$ cat src/rtl/lsu_pkg.sv
package lsu_pkg;

  typedef struct packed {
    logic        is_mem;
    logic        store;
    logic        byte_acc;
    logic [3:0]  dst;
    logic [3:0]  base;
    logic [31:0] ea;
  } lsu_access_t;

  function automatic logic [31:0] sext_disp(input logic [19:0] d);
    return {{12{d[19]}}, d};
  endfunction

endpackage

$ cat src/rtl/lsu_addr_gen.sv
module lsu_addr_gen
  import lsu_pkg::*;
(
  input  logic [31:0]  instr,
  input  logic [31:0]  base_val,
  output lsu_access_t  acc
);
  always_comb begin
    acc.is_mem   = instr[31] & ~instr[30];
    acc.store    = instr[29];
    acc.byte_acc = instr[28];
    acc.dst      = instr[27:24];
    acc.base     = instr[23:20];
    acc.ea       = base_val + sext_disp(instr[19:0]);
  end
endmodule

$ cat src/rtl/lsu_byte_lane.sv
module lsu_byte_lane #(
  parameter int LANES = 4
) (
  input  logic [8*LANES-1:0]         word_in,
  input  logic [$clog2(LANES)-1:0]   lane,
  input  logic [7:0]                 byte_in,
  output logic [8*LANES-1:0]         byte_out,
  output logic [8*LANES-1:0]         merged
);
  localparam int W = 8 * LANES;

  logic [W-1:0] shifted;
  always_comb begin
    shifted  = word_in >> (lane * 8);
    byte_out = {{(W-8){1'b0}}, shifted[7:0]};
  end

  for (genvar g = 0; g < LANES; g++) begin : g_lane
    assign merged[8*g +: 8] = (lane == g[$clog2(LANES)-1:0]) ? byte_in : word_in[8*g +: 8];
  end
endmodule

$ cat src/rtl/lsu_io_decode.sv
module lsu_io_decode #(
  parameter logic [31:0] IO_BASE    = 32'hFFFF_0000,
  parameter logic [31:0] HALT_OFS   = 32'h0000_0100,
  parameter logic [31:0] DBG_OFS    = 32'h0000_0104,
  parameter logic [31:0] CHR_OFS    = 32'h0000_0108
) (
  input  logic        clk,
  input  logic        rst,
  input  logic        wr_en,
  input  logic [31:0] addr,
  input  logic [31:0] wdata,
  output logic        halt_stb,
  output logic        dbg_stb,
  output logic        chr_stb,
  output logic [31:0] io_data
);
  localparam logic [31:0] HALT_ADDR = IO_BASE + HALT_OFS;
  localparam logic [31:0] DBG_ADDR  = IO_BASE + DBG_OFS;
  localparam logic [31:0] CHR_ADDR  = IO_BASE + CHR_OFS;

  always_ff @(posedge clk) begin
    if (rst) begin
      halt_stb <= 1'b0;
      dbg_stb  <= 1'b0;
      chr_stb  <= 1'b0;
      io_data  <= '0;
    end else begin
      halt_stb <= wr_en && (addr == HALT_ADDR);
      dbg_stb  <= wr_en && (addr == DBG_ADDR);
      chr_stb  <= wr_en && (addr == CHR_ADDR);
      if (wr_en) io_data <= wdata;
    end
  end

  p_strobe_onehot_r12: assert property (@(posedge clk) disable iff (rst)
    $onehot0({halt_stb, dbg_stb, chr_stb}));

  p_strobe_cause_r9: assert property (@(posedge clk) disable iff (rst)
    (halt_stb || dbg_stb || chr_stb) |-> $past(wr_en));
endmodule

$ cat src/rtl/memstage_lsu.sv
module memstage_lsu
  import lsu_pkg::*;
#(
  parameter int unsigned RAM_BYTES = 32'h0010_0000,
  parameter logic [31:0] IO_BASE   = 32'hFFFF_0000,
  localparam int IDX_W = $clog2(RAM_BYTES) - 2
) (
  input  logic              clk,
  input  logic              rst,
  input  logic              req_valid,
  input  logic [31:0]       instr,
  input  logic [31:0]       base_val,
  input  logic [31:0]       src_val,
  output logic [3:0]        rf_base_idx,
  output logic [3:0]        rf_src_idx,
  output logic              busy,
  output logic              mem_en,
  output logic              mem_we,
  output logic [IDX_W-1:0]  mem_addr,
  output logic [31:0]       mem_wdata,
  input  logic [31:0]       mem_rdata,
  output logic              ld_valid,
  output logic [3:0]        ld_idx,
  output logic [31:0]       ld_data,
  output logic              halt_stb,
  output logic              dbg_stb,
  output logic              chr_stb,
  output logic [31:0]       io_data
);
  lsu_access_t acc;

  lsu_addr_gen u_agen (
    .instr    (instr),
    .base_val (base_val),
    .acc      (acc)
  );

  assign rf_base_idx = acc.base;
  assign rf_src_idx  = acc.dst;

  // request classification
  logic accept, is_io, ram_hit, io_wr, rmw_start;
  always_comb begin
    accept    = req_valid && !busy && acc.is_mem;
    is_io     = acc.ea >= RAM_BYTES;
    ram_hit   = accept && !is_io;
    io_wr     = accept && is_io && acc.store;
    rmw_start = ram_hit && acc.store && acc.byte_acc;
  end

  // pipeline state
  logic [IDX_W-1:0] rmw_idx;
  logic [1:0]       rmw_lane;
  logic [7:0]       rmw_byte;
  logic             ld_byte_q, ld_io_q;
  logic [1:0]       ld_lane_q;

  always_ff @(posedge clk) begin
    if (rst) begin
      busy      <= 1'b0;
      ld_valid  <= 1'b0;
      ld_idx    <= '0;
      ld_byte_q <= 1'b0;
      ld_io_q   <= 1'b0;
      ld_lane_q <= '0;
      rmw_idx   <= '0;
      rmw_lane  <= '0;
      rmw_byte  <= '0;
    end else begin
      busy     <= rmw_start;
      ld_valid <= accept && !acc.store;
      if (accept && !acc.store) begin
        ld_idx    <= acc.dst;
        ld_byte_q <= acc.byte_acc;
        ld_io_q   <= is_io;
        ld_lane_q <= acc.ea[1:0];
      end
      if (rmw_start) begin
        rmw_idx  <= acc.ea[IDX_W+1:2];
        rmw_lane <= acc.ea[1:0];
        rmw_byte <= src_val[7:0];
      end
    end
  end

  // lane handling for the returning word
  logic [1:0]  lane_sel;
  logic [31:0] lane_byte, lane_merged;
  assign lane_sel = busy ? rmw_lane : ld_lane_q;

  lsu_byte_lane #(.LANES(4)) u_lane (
    .word_in  (mem_rdata),
    .lane     (lane_sel),
    .byte_in  (rmw_byte),
    .byte_out (lane_byte),
    .merged   (lane_merged)
  );

  // RAM port
  always_comb begin
    if (busy) begin
      mem_en    = 1'b1;
      mem_we    = 1'b1;
      mem_addr  = rmw_idx;
      mem_wdata = lane_merged;
    end else begin
      mem_en    = ram_hit;
      mem_we    = ram_hit && acc.store && !acc.byte_acc;
      mem_addr  = acc.ea[IDX_W+1:2];
      mem_wdata = src_val;
    end
  end

  always_comb begin
    if (ld_io_q)        ld_data = '0;
    else if (ld_byte_q) ld_data = lane_byte;
    else                ld_data = mem_rdata;
  end

  // I/O write decode
  logic [31:0] io_wdata;
  assign io_wdata = acc.byte_acc ? {24'b0, src_val[7:0]} : src_val;

  lsu_io_decode #(.IO_BASE(IO_BASE)) u_io (
    .clk      (clk),
    .rst      (rst),
    .wr_en    (io_wr),
    .addr     (acc.ea),
    .wdata    (io_wdata),
    .halt_stb (halt_stb),
    .dbg_stb  (dbg_stb),
    .chr_stb  (chr_stb),
    .io_data  (io_data)
  );

  p_busy_write_r6: assert property (@(posedge clk) disable iff (rst)
    busy |-> (mem_en && mem_we));

  p_busy_short_r6: assert property (@(posedge clk) disable iff (rst)
    busy |=> !busy);

  p_busy_from_read_r6: assert property (@(posedge clk) disable iff (rst)
    busy |-> $past(mem_en && !mem_we));

  p_ld_after_req_r3: assert property (@(posedge clk) disable iff (rst)
    ld_valid |-> ($past(req_valid) && !$past(busy)));

  p_no_ld_in_rmw_r7: assert property (@(posedge clk) disable iff (rst)
    busy |=> !ld_valid);
endmodule

$ cat config.mk
export PLATFORM = sky130hd
export DESIGN_NAME = memstage_lsu
export DESIGN_NICKNAME = d
export VERILOG_FILES = /design/src/rtl/lsu_pkg.sv /design/src/rtl/lsu_addr_gen.sv /design/src/rtl/lsu_byte_lane.sv /design/src/rtl/lsu_io_decode.sv /design/src/rtl/memstage_lsu.sv
export SDC_FILE = /design/constraint.sdc
export NUM_CORES = 1
export LEC_CHECK = 0
export BUFFER_PORTS_ARGS = -buffer_cell sky130_fd_sc_hd__buf_4
export CORE_MARGIN = 3
export CORE_UTILIZATION = 56
export CTS_BUF_LIST = sky130_fd_sc_hd__clkbuf_2 sky130_fd_sc_hd__clkbuf_4 sky130_fd_sc_hd__clkbuf_8
export DETAILED_ROUTE_END_ITERATION = 8
export PLACE_DENSITY = 0.95
export SYNTH_ARGS = -nofsm -noshare
export SYNTH_HDL_FRONTEND = slang
export SYNTH_HIERARCHICAL = 1
export SYNTH_SLANG_ARGS = --single-unit
$ cat constraint.sdc
create_clock -name clk -period 13.79 [get_ports clk]
set_input_delay 2.758 -clock clk [delete_from_list [all_inputs] [get_ports clk]]
set_output_delay 2.758 -clock clk [all_outputs]
set_load 0.01 [all_outputs]
==> flow_summary_export.csv, run 1 <==
group,metric,value,unit
status,status,"finished clean",
clock_network,cts_hold_buf,0,
global_routing,grt_pass1_vias,6363,
clock_network,max-clock-path-buffers,2,
layout,final_common_cell,"buf_4",
pwr,seq_power_share,33.9,%
pwr,swShare,36.3,%
synthesis,synth_area,0.00687,mm2
timing,achievable-frequency,113,MHz
synthesis,synth_enable_flop_cells,0,
place,port_buffers,255,
timing,finalCriticalPeriod,8830,ps
setup_path,critPathMaxFanout,4,
clock_network,root_buffer,"clkbuf_8",
die,die_w,117,um
place,dpl.hpwl,16.5,mm
route,vias,6543,
layout,multiInputGateArea,0.00496,mm2
timing,slew_viol_final,0,
timing,layout_worst_path_cycle_share,64.0,%
setup_path,crit_chain,"buf_4 -> ha_1 -> fa_1 -> a21o_1 -> a221oi_2 -> a221o_2 -> o2111ai_2 -> o211ai_2 -> o21ai_2 -> a221oi_2 -> xnor2_1 -> nor4_4 -> and3_2 -> a21o_1 -> buf_4",
clock_network,clk_pin_slew_worst_paths,90,ps
clock_network,postCtsSetupBuffers,0,
setup_path,critPathCaptureType,"output pin",
setup_path,timing.rr.end,"u_io/chr_stb",
timing,finalHoldViolCount,0,
synthesis,synthTopCellsByArea,"dfxtp_1 21%, mux2i_1 13%, mux2_1 8.9%",
pwr,p_per_area,72.3,mW/mm2
timing,slew_headroom,33.2,%
global_routing,antenna_found_initial,0,
pwr,vdd_ir_drop_max,0.0389,mV
die,die_h,117,um
clock_network,cts_tree,"done",
global_routing,grt.total_usage,30.0,%
timing,finalClockSkew,9.60,ps
setup_path,cp-start-kind,"input port",
route,wl_per_cell,19.1,um
clock_network,cts_resized,0,
hold_path,min_from,"ld_idx[2]",
pwr,p_switching,0.230,mW
global_routing,grt_pass1_wl,32.4,mm
timing,holdWs,466,ps
synthesis,async_reset_ff_share,0,%
place,post-place-cells,1105,
place,gp_congestion,0.941,
pwr,leakage,3.78,nW
setup_path,cp_data_arrival_time,6070,ps
layout,stdcell_count,1121,
layout,nFillCells,843,
layout,antenna_cells,0,
layout,final_cell_mix,"259 x buf_4, 92 x mux2i_1, 78 x nor2_1, 71 x dfxtp_1, 63 x nand2b_1",
timing,fin_setup_tns,0,ps
hold_path,hold_class,"reg -> reg",
hold_path,holdPathEnd,"ld_idx[2]",
hold_path,whs_path_depth,2,
die,row_count,39,
layout,fin_nets,1136,
synthesis,seq_area_frac_synth,21.3,%
setup_path,critPathKind,"in -> out",
synthesis,synth_cells,758,
die,die_area,0.0136,mm2
synthesis,ys.flop_type,"dfxtp_1",
flow_run,cap_violations,0,
die,boundaryPins,264,
synthesis,yosysWarningCount,6,
timing,setup_viol,0,
timing,rsz0062_at_grt,"false",
synthesis,syn-mean-instance-area,9.06,um2
place,dpl-instance-area,0.00858,mm2
pwr,p_int,0.403,mW
route,routed_wl,21.4,mm
layout,syn_to_final_growth,27.4,%
global_routing,grt_max_degree,100,
route,ant_nets,0,
clock_network,insertion_delay,360,ps
layout,drive_above_1_share,34.7,%
route,drc,0,
synthesis,ys_ff_latch,73,
synthesis,synthDistinctLibCells,69,
route,vias_per_cell,5.84,
setup_path,worstReg2RegStart,"busy",
synthesis,yosysTopAreaCell,"dfxtp_1",
die,start_util,58.7,%
clock_network,cts_max_level,3,
route,drtIter0Drc,510,
route,dr.pass1.iters,5,
layout,post-route-util,74.8,%
timing,worst_pin_slew,1000,ps
layout,regArea,0.00146,mm2
setup_path,cp.required,11030,ps
pwr,power_frac_clock,25.3,%
synthesis,synth_top_area_share,21.3,%
setup_path,critPathMaxStageDelay,420,ps
layout,final_area,0.00875,mm2
pwr,combPwrFrac,40.8,%
setup_path,ff2ff_path_depth,6,
global_routing,overflow,0,
die,core,0.0117,mm2
setup_path,cp_slowest_cell,"fa_1",
setup_path,rrSetupSlack,11230,ps
clock_network,cts.sinks,73,
clock_network,cts_buffers,9,
how the worst max path moves through the flow:
stage / from / endpoint / depth (start not counted)
after floorplan: instr[0] / mem_we / 13
after global placement: instr[0] / mem_we / 15
after detailed placement: instr[0] / mem_we / 15
after CTS: instr[0] / mem_we / 15
after global routing: instr[0] / mem_we / 15
final: instr[0] / mem_we / 15
metrics by stage:
step,total power [mW],setup slack [ps]
floorplan,0.377,5590
global placement,0.468,5120
detailed placement,0.474,5010
CTS,0.634,5000
global route,0.668,4780
finish,0.633,4960
Yosys cell counts (2+ instances only):
| cell type | n |
|---|---|
| nor4_4 | 3 |
| buf_6 | 4 |
| a21oi_1 | 39 |
| inv_1 | 8 |
| nor2_1 | 79 |
| xor2_1 | 9 |
| mux2i_1 | 92 |
| buf_2 | 14 |
| dfxtp_1 | 73 |
| o21a_1 | 4 |
| buf_12 | 2 |
| buf_4 | 35 |
| a221oi_2 | 2 |
| mux2_1 | 54 |
| nand4_1 | 8 |
| clkbuf_1 | 19 |
| a211oi_1 | 4 |
| dlygate4sd1_1 | 3 |
| and3_1 | 2 |
| mux4_2 | 8 |
| and2_1 | 2 |
| o21ai_0 | 16 |
| nor3_2 | 2 |
| a21o_1 | 13 |
| nand2b_1 | 63 |
| nand3_1 | 8 |
| mux2_4 | 16 |
| a21boi_1 | 2 |
| a31o_2 | 2 |
| a31oi_1 | 3 |
| mux2_2 | 14 |
| o21ai_1 | 3 |
| nor3_1 | 3 |
| o31ai_1 | 2 |
| nor4_1 | 4 |
| nor2b_1 | 28 |
| xnor2_1 | 20 |
| ha_1 | 31 |
| nand2_1 | 30 |
| nor4b_1 | 2 |
| o21bai_1 | 4 |
power by group through the flow:
stage          Sequential [mW]  Combinational [mW]  Clock [mW]
4_1_cts                  0.215               0.256       0.163
3_5_place_dp             0.219               0.254           0
2_1_floorplan            0.219               0.158           0
6_report                 0.215               0.259       0.160
3_3_place_gp             0.219               0.249           0
5_1_grt                  0.215               0.280       0.174
kinds of logic (layout without fill, tap and decap cells):
family                   Yosys count  count (layout)  synth area share (%)
other                              1              24                0.0546
AND/OR/NAND/NOR                  249             249                  20.6
adder cells (fa/ha/maj)           32              32                  5.94
multiplexers                     184             184                  30.7
XOR/XNOR                          29              29                  3.70
flip-flops                        73              73                  21.3
buffers and inverters             86             283                  7.99
AO/OA/AOI/OAI                    104             104                  9.80
per-layer routing:
layer | share of wire (%) | vias up | GRT usage, %
met5 | 0 | - | 0
met4 | 4.5 | 0 | 13.8
met3 | 8.4 | 73 | 5.75
met2 | 49 | 342 | 51.2
met1 | 39 | 3076 | 36.5
li1 | - | 3052 | -
sequential cells by signal, indices dropped and copies added, names as in the netlist:
signal / count
u_io/io_data: 32
rmw_idx: 18
rmw_byte: 8
ld_idx: 4
ld_lane_q: 2
rmw_lane: 2
busy: 1
ld_byte_q: 1
ld_io_q: 1
ld_valid: 1
u_io/chr_stb: 1
u_io/dbg_stb: 1
u_io/halt_stb: 1
area by class of cell:
class | count | share of cell area (%)
clock buffer | 9 | 1.41
sequential | 73 | 16.7
clock inverter | 7 | 0.615
multi-input combinational | 622 | 56.7
tap | 143 | 2.04
inverter | 8 | 0.343
timing repair buffer | 259 | 22.2
critical path, delay by kind of cell:
kind | cells | cell delay [ps]
AOI/OAI and AO/OA | 8 | 1680
adders and majority gates | 2 | 680
and+or+nand+nor | 2 | 560
buffers and inverters | 2 | 240
xor gates and xnor gates | 1 | 150
Note: power is estimated with default switching activity, not from simulation.
==> inputs of run 2 (changes only) <==
--- a/config.mk
+++ b/config.mk
@@ -7,10 +7,10 @@
 export LEC_CHECK = 0
 export BUFFER_PORTS_ARGS = -buffer_cell sky130_fd_sc_hd__buf_4
 export CORE_MARGIN = 3
-export CORE_UTILIZATION = 56
+export CORE_UTILIZATION = 52
 export CTS_BUF_LIST = sky130_fd_sc_hd__clkbuf_2 sky130_fd_sc_hd__clkbuf_4 sky130_fd_sc_hd__clkbuf_8
 export DETAILED_ROUTE_END_ITERATION = 8
-export PLACE_DENSITY = 0.95
+export PLACE_DENSITY = 0.91
 export SYNTH_ARGS = -nofsm -noshare
 export SYNTH_HDL_FRONTEND = slang
 export SYNTH_HIERARCHICAL = 1
==> constraint.sdc (replaced) <==
create_clock -name clk -period 8.64 [get_ports clk]
set_input_delay 1.728 -clock clk [delete_from_list [all_inputs] [get_ports clk]]
set_output_delay 1.728 -clock clk [all_outputs]
set_load 0.01 [all_outputs]
==> run 2 against run 1 <==
  * Wire length is 4.6% lower
  * Non-clock buffer count stayed put
  * First-iteration DRC count is 21% lower
  * Register-to-register slack worse by 5100 ps
  * Sequential share of layout area is 0.15 points lower
  * Clock skew hardly changed
  * Critical path depth stayed put
  * Sequential power is 59% higher
  * Die area is 7.3% higher
  * Total power is 67% higher
  * Design area is 0.93% higher
  * Utilization is 5.6 points lower
==> flow_summary_export.csv, run 2 (same netlist as run 1, synthesis figures left out) <==
group,metric,value,unit
clock_network,cts_tree,"done",
hold_path,hold_class,"reg -> reg",
setup_path,cp-start-kind,"input port",
die,row_count,41,
pwr,leakage,3.81,nW
layout,largest-register,"u_io/io_data",
place,dpl.hpwl,16.0,mm
setup_path,critPathMaxFanout,4,
layout,antenna_cells,0,
global_routing,grt.total_usage,27.1,%
layout,post-route-util,69.2,%
die,boundaryPins,264,
clock_network,clk_pin_slew_worst_paths,80,ps
layout,drive_above_1_share,34.7,%
place,dpl_worst_slack,1990,ps
global_routing,antenna_found_initial,0,
timing,finalClockSkew,9.96,ps
route,ant_nets,0,
global_routing,overflow,0,
clock_network,cts_hold_buf,0,
layout,final_common_cell,"buf_4",
clock_network,max-clock-path-buffers,2,
setup_path,critPathKind,"in -> out",
global_routing,grt_pass1_wl,31.9,mm
place,port_buffers,255,
die,die_w,121,um
timing,finalCriticalPeriod,6670,ps
layout,final_cell_mix,"259 x buf_4, 92 x mux2i_1, 78 x nor2_1, 71 x dfxtp_1, 63 x nand2b_1",
hold_path,whs_path_depth,2,
clock_network,cts.sinks,73,
place,gp_congestion,0.920,
setup_path,crit_chain,"buf_4 -> ha_1 -> fa_1 -> a21o_1 -> a221oi_2 -> a221o_2 -> o2111ai_2 -> o211ai_2 -> o21ai_2 -> a221oi_2 -> xnor2_1 -> nor4_4 -> and3_2 -> a21o_1 -> buf_4",
timing,setup_viol,0,
setup_path,timing.rr.end,"u_io/dbg_stb",
setup_path,critPathCaptureType,"output pin",
die,start_util,53.8,%
route,dr.pass1.iters,5,
setup_path,rrSetupSlack,6130,ps
layout,largest_reg_flops,32,
die,die_h,121,um
clock_network,root_buffer,"clkbuf_8",
layout,final_area,0.00884,mm2
route,routed_wl,20.4,mm
layout,reg_top3,"u_io/io_data x32, rmw_idx x18, rmw_byte x8",
setup_path,cp_slowest_cell,"fa_1",
die,core,0.0128,mm2
hold_path,min_from,"ld_idx[0]",
setup_path,ff2ff_path_depth,5,
hold_path,holdPathEnd,"ld_idx[0]",
setup_path,cp.required,6910,ps
global_routing,grt_pass1_vias,6291,
route,vias_per_cell,5.57,
layout,syn_to_final_growth,28.6,%
timing,achievable-frequency,150,MHz
layout,stdcell_count,1150,
timing,fin_setup_tns,0,ps
pwr,p_per_area,120,mW/mm2
timing,layout_worst_path_cycle_share,77.2,%
route,vias,6401,
clock_network,cts_max_level,3,
place,dpl-instance-area,0.00861,mm2
route,drtIter0Drc,402,
layout,fin_nets,1136,
setup_path,worstReg2RegStart,"busy",
clock_network,cts_resized,0,
setup_path,critPathMaxStageDelay,420,ps
timing,slew_viol_final,0,
route,drc,0,
pwr,vdd_ir_drop_max,0.0555,mV
die,die_area,0.0146,mm2
place,post-place-cells,1134,
status,status,"finished clean",
timing,worst_pin_slew,1010,ps
timing,finalHoldViolCount,0,
timing,slew_headroom,32.9,%
timing,worst_slack,1970,ps
setup_path,cp_data_arrival_time,4940,ps
clock_network,cts_buffers,9,
clock_network,postCtsSetupBuffers,0,
timing,rsz0062_at_grt,"false",
flow_run,cap_violations,0,
clock_network,insertion_delay,360,ps
global_routing,grt_max_degree,100,
route,wl_per_cell,17.8,um
run 2: where the power goes:
group | total (mW) | internal, mW | switching [mW]
Clock | 0.307 | 0.167 | 0.140
Sequential | 0.342 | 0.339 | 0.00297
Combinational | 0.408 | 0.198 | 0.211
Total | 1.06 | 0.704 | 0.353
run 2: worst max path at each step:
stage | from | endpoint | cells after the start
floorplan | instr[0] | mem_we | 13
detailed placement | instr[0] | mem_we | 15
CTS | instr[0] | mem_we | 15
finish | instr[0] | mem_we | 15
global route | instr[0] | mem_we | 15
global placement | instr[0] | mem_we | 15
run 2: metrics by stage:
| stage | hold WS (ps) | power [mW] |
|---|---|---|
| after detailed placement | 451 | 0.754 |
| after CTS | 463 | 1.06 |
| after global placement | 442 | 0.747 |
| final | 458 | 1.06 |
| after global routing | 493 | 1.12 |
| after floorplan | 434 | 0.602 |
run 2: cell type report:
type | instances | area, um2
Timing Repair Buffer | 259 | 1940
Tap cell | 172 | 215
Fill cell | 967 | 3940
Inverter | 8 | 30.0
Clock inverter | 6 | 91.3
Clock buffer | 10 | 131
Sequential cell | 73 | 1460
Multi-Input combinational cell | 622 | 4960
run 2: routing by layer:
layer | global-route usage [%] | routed length [um] | up-vias
met2 | 47.4 | 9990 | 314
met4 | 11.8 | 864 | 0
met5 | 0 | 0 | -
li1 | - | - | 3063
met1 | 32.0 | 7950 | 2958
met3 | 5.31 | 1620 | 66
run 2: critical path: cells and delay by family:
family | cells | cell delay (ps)
adders and majority gates | 2 | 640
and+or+nand+nor | 2 | 570
xor gates and xnor gates | 1 | 150
buffers and inverters | 2 | 230
AOI/OAI and AO/OA | 8 | 1630
==> inputs of run 3 (changes only) <==
--- a/config.mk
+++ b/config.mk
@@ -7,10 +7,10 @@
 export LEC_CHECK = 0
 export BUFFER_PORTS_ARGS = -buffer_cell sky130_fd_sc_hd__buf_4
 export CORE_MARGIN = 3
-export CORE_UTILIZATION = 52
+export CORE_UTILIZATION = 47
 export CTS_BUF_LIST = sky130_fd_sc_hd__clkbuf_2 sky130_fd_sc_hd__clkbuf_4 sky130_fd_sc_hd__clkbuf_8
 export DETAILED_ROUTE_END_ITERATION = 8
-export PLACE_DENSITY = 0.91
+export PLACE_DENSITY = 0.87
 export SYNTH_ARGS = -nofsm -noshare
 export SYNTH_HDL_FRONTEND = slang
 export SYNTH_HIERARCHICAL = 1
==> constraint.sdc (replaced) <==
create_clock -name clk -period 6.09 [get_ports clk]
set_input_delay 1.218 -clock clk [delete_from_list [all_inputs] [get_ports clk]]
set_output_delay 1.218 -clock clk [all_outputs]
set_load 0.01 [all_outputs]
==> run 3 against run 2 <==
  * Combinational power is 43% higher
  * Final cell count increased by 0.78%
  * Design area rose by 0.47%
  * Register-to-register slack worse by 2300 ps
  * First-iteration DRC count decreased by 5.7%
  * Utilization is 6.2 points lower
  * Sequential share of layout area down 0.077 points
  * Flip-flop and latch count did not move
  * Clock skew fell by 2.6 ps
  * Non-clock buffer count is 1 higher
==> flow_summary_export.csv, run 3 (same netlist as run 1, synthesis figures left out) <==
group,metric,value,unit
status,status,"finished clean",
setup_path,cp-start-kind,"input port",
setup_path,crit_chain,"buf_4 -> ha_1 -> fa_1 -> a21o_1 -> a221oi_2 -> a221o_2 -> o2111ai_2 -> o211ai_2 -> o21ai_2 -> a221oi_2 -> xnor2_1 -> nor4_4 -> and3_2 -> a21o_1 -> buf_4",
clock_network,cts_hold_buf,0,
layout,stdcell_count,1159,
clock_network,cts_buffers,9,
pwr,combPwrFrac,37.8,%
die,die_w,127,um
place,dpl-instance-area,0.00863,mm2
route,vias_per_cell,5.44,
layout,final_area,0.00888,mm2
route,wl_per_cell,18.0,um
place,port_buffers,255,
place,gp_congestion,0.870,
clock_network,insertion_delay,350,ps
layout,nFillCells,1202,
timing,layout_worst_path_cycle_share,93.6,%
route,routed_wl,20.9,mm
setup_path,cp_num_buf_inv,2,
timing,worst_pin_slew,1040,ps
global_routing,grt_pass1_vias,6138,
clock_network,cts_resized,0,
layout,antenna_cells,0,
route,ant_nets,0,
global_routing,overflow,0,
layout,final_cell_mix,"260 x buf_4, 92 x mux2i_1, 78 x nor2_1, 71 x dfxtp_1, 63 x nand2b_1",
pwr,power_frac_clock,30.7,%
layout,largest_reg_flops,32,
flow_run,cap_violations,0,
setup_path,ff2ff_path_depth,5,
pwr,p_switching,0.498,mW
layout,largest-register,"u_io/io_data",
clock_network,cts_max_level,3,
global_routing,grt_max_degree,100,
global_routing,antenna_found_initial,0,
setup_path,cp_slowest_cell,"fa_1",
pwr,p_per_area,173,mW/mm2
die,die_h,127,um
global_routing,grt.total_usage,24.7,%
die,start_util,48.7,%
timing,worst_slack,392,ps
pwr,leakage,3.83,nW
setup_path,worstReg2RegStart,"busy",
layout,reg_top3,"u_io/io_data x32, rmw_idx x18, rmw_byte x8",
setup_path,critPathMaxStageDelay,440,ps
route,vias,6309,
layout,post-route-util,63.0,%
timing,rsz0062_at_grt,"false",
clock_network,cts.sinks,73,
timing,finalHoldViolCount,0,
clock_network,postCtsSetupBuffers,0,
layout,final_common_cell,"buf_4",
setup_path,cp_data_arrival_time,4480,ps
place,post-place-cells,1143,
pwr,swShare,32.4,%
layout,syn_to_final_growth,29.2,%
die,row_count,43,
clock_network,root_buffer,"clkbuf_8",
route,drtIter0Drc,379,
hold_path,hold_class,"reg -> reg",
place,dpl_worst_slack,395,ps
timing,slew_headroom,30.6,%
setup_path,crit_cells,15,
die,die_area,0.0161,mm2
pwr,vdd_ir_drop_max,0.115,mV
timing,setup_viol,0,
setup_path,rrSetupSlack,3860,ps
setup_path,critPathCaptureType,"output pin",
timing,holdWs,459,ps
timing,fin_setup_tns,0,ps
layout,drive_above_1_share,34.7,%
route,dr.pass1.iters,4,
setup_path,timing.rr.end,"u_io/chr_stb",
setup_path,path_delay_family,"compound AO/OA/AOI/OAI gates",
setup_path,critPathMaxFanout,4,
route,drc,0,
layout,multiInputGateArea,0.00496,mm2
setup_path,cp-endpoint,"mem_we",
layout,fin_nets,1137,
setup_path,cp.required,4870,ps
timing,slew_viol_final,0,
die,core,0.0141,mm2
die,boundaryPins,264,
timing,achievable-frequency,175,MHz
clock_network,cts_tree,"done",
timing,finalClockSkew,7.38,ps
pwr,p_int,1.04,mW
place,dpl.hpwl,16.5,mm
pwr,seq_power_share,31.6,%
global_routing,grt_pass1_wl,32.1,mm
setup_path,critPathKind,"in -> out",
layout,regArea,0.00146,mm2
pwr,finalPower,1.54,mW
setup_path,startpoint,"instr[0]",
clock_network,clk_pin_slew_worst_paths,80,ps
timing,finalCriticalPeriod,5700,ps
clock_network,max-clock-path-buffers,2,
## run 3: cell types whose count changed in the layout (fill, tap and decap cells not counted)
cell        change
bufinv_16       +1
clkinv_4        +1
clkinvlp_4      -2
buf_4           +1
## run 3: power by group through the flow
stage	sequential (mW)	clock (mW)	combinational [mW]
floorplan	0.496	0	0.358
global placement	0.497	0	0.571
detailed placement	0.497	0	0.578
CTS	0.486	0.482	0.580
global route	0.486	0.505	0.629
finish	0.486	0.472	0.582
## run 3: area by class of cell
cell class	instances	area share (%)
clock inverters	6	1.30
repair buffers	260	22.0
clock buffers	10	1.48
well taps	180	2.54
inverters	8	0.338
multi-input cells	622	55.9
flip-flops and latches	73	16.5
## run 3: worst register-to-register path: stages (launching register included)
cell,delay (ps)
dfxtp_2,530
nand4b_2,440
nor2_4,240
nor4b_1,360
nand4_1,280
nor4_1,300
## run 3: metal layers
metal	global-route usage [%]	share of wire [%]	up-vias
li1	-	-	3047
met1	29.4	40	2956
met2	44.5	50	268
met3	4.46	7.3	38
met4	8.52	2.8	0
met5	0	0	-
## run 3: worst min path at each step
stage	depth (start not counted)	start	to
2_1_floorplan	2	ld_lane_q[0]	ld_lane_q[0]
3_3_place_gp	2	ld_idx[3]	ld_idx[3]
3_5_place_dp	2	ld_lane_q[1]	ld_lane_q[1]
4_1_cts	2	ld_lane_q[1]	ld_lane_q[1]
5_1_grt	2	rmw_lane[1]	rmw_lane[1]
6_report	2	ld_lane_q[1]	ld_lane_q[1]
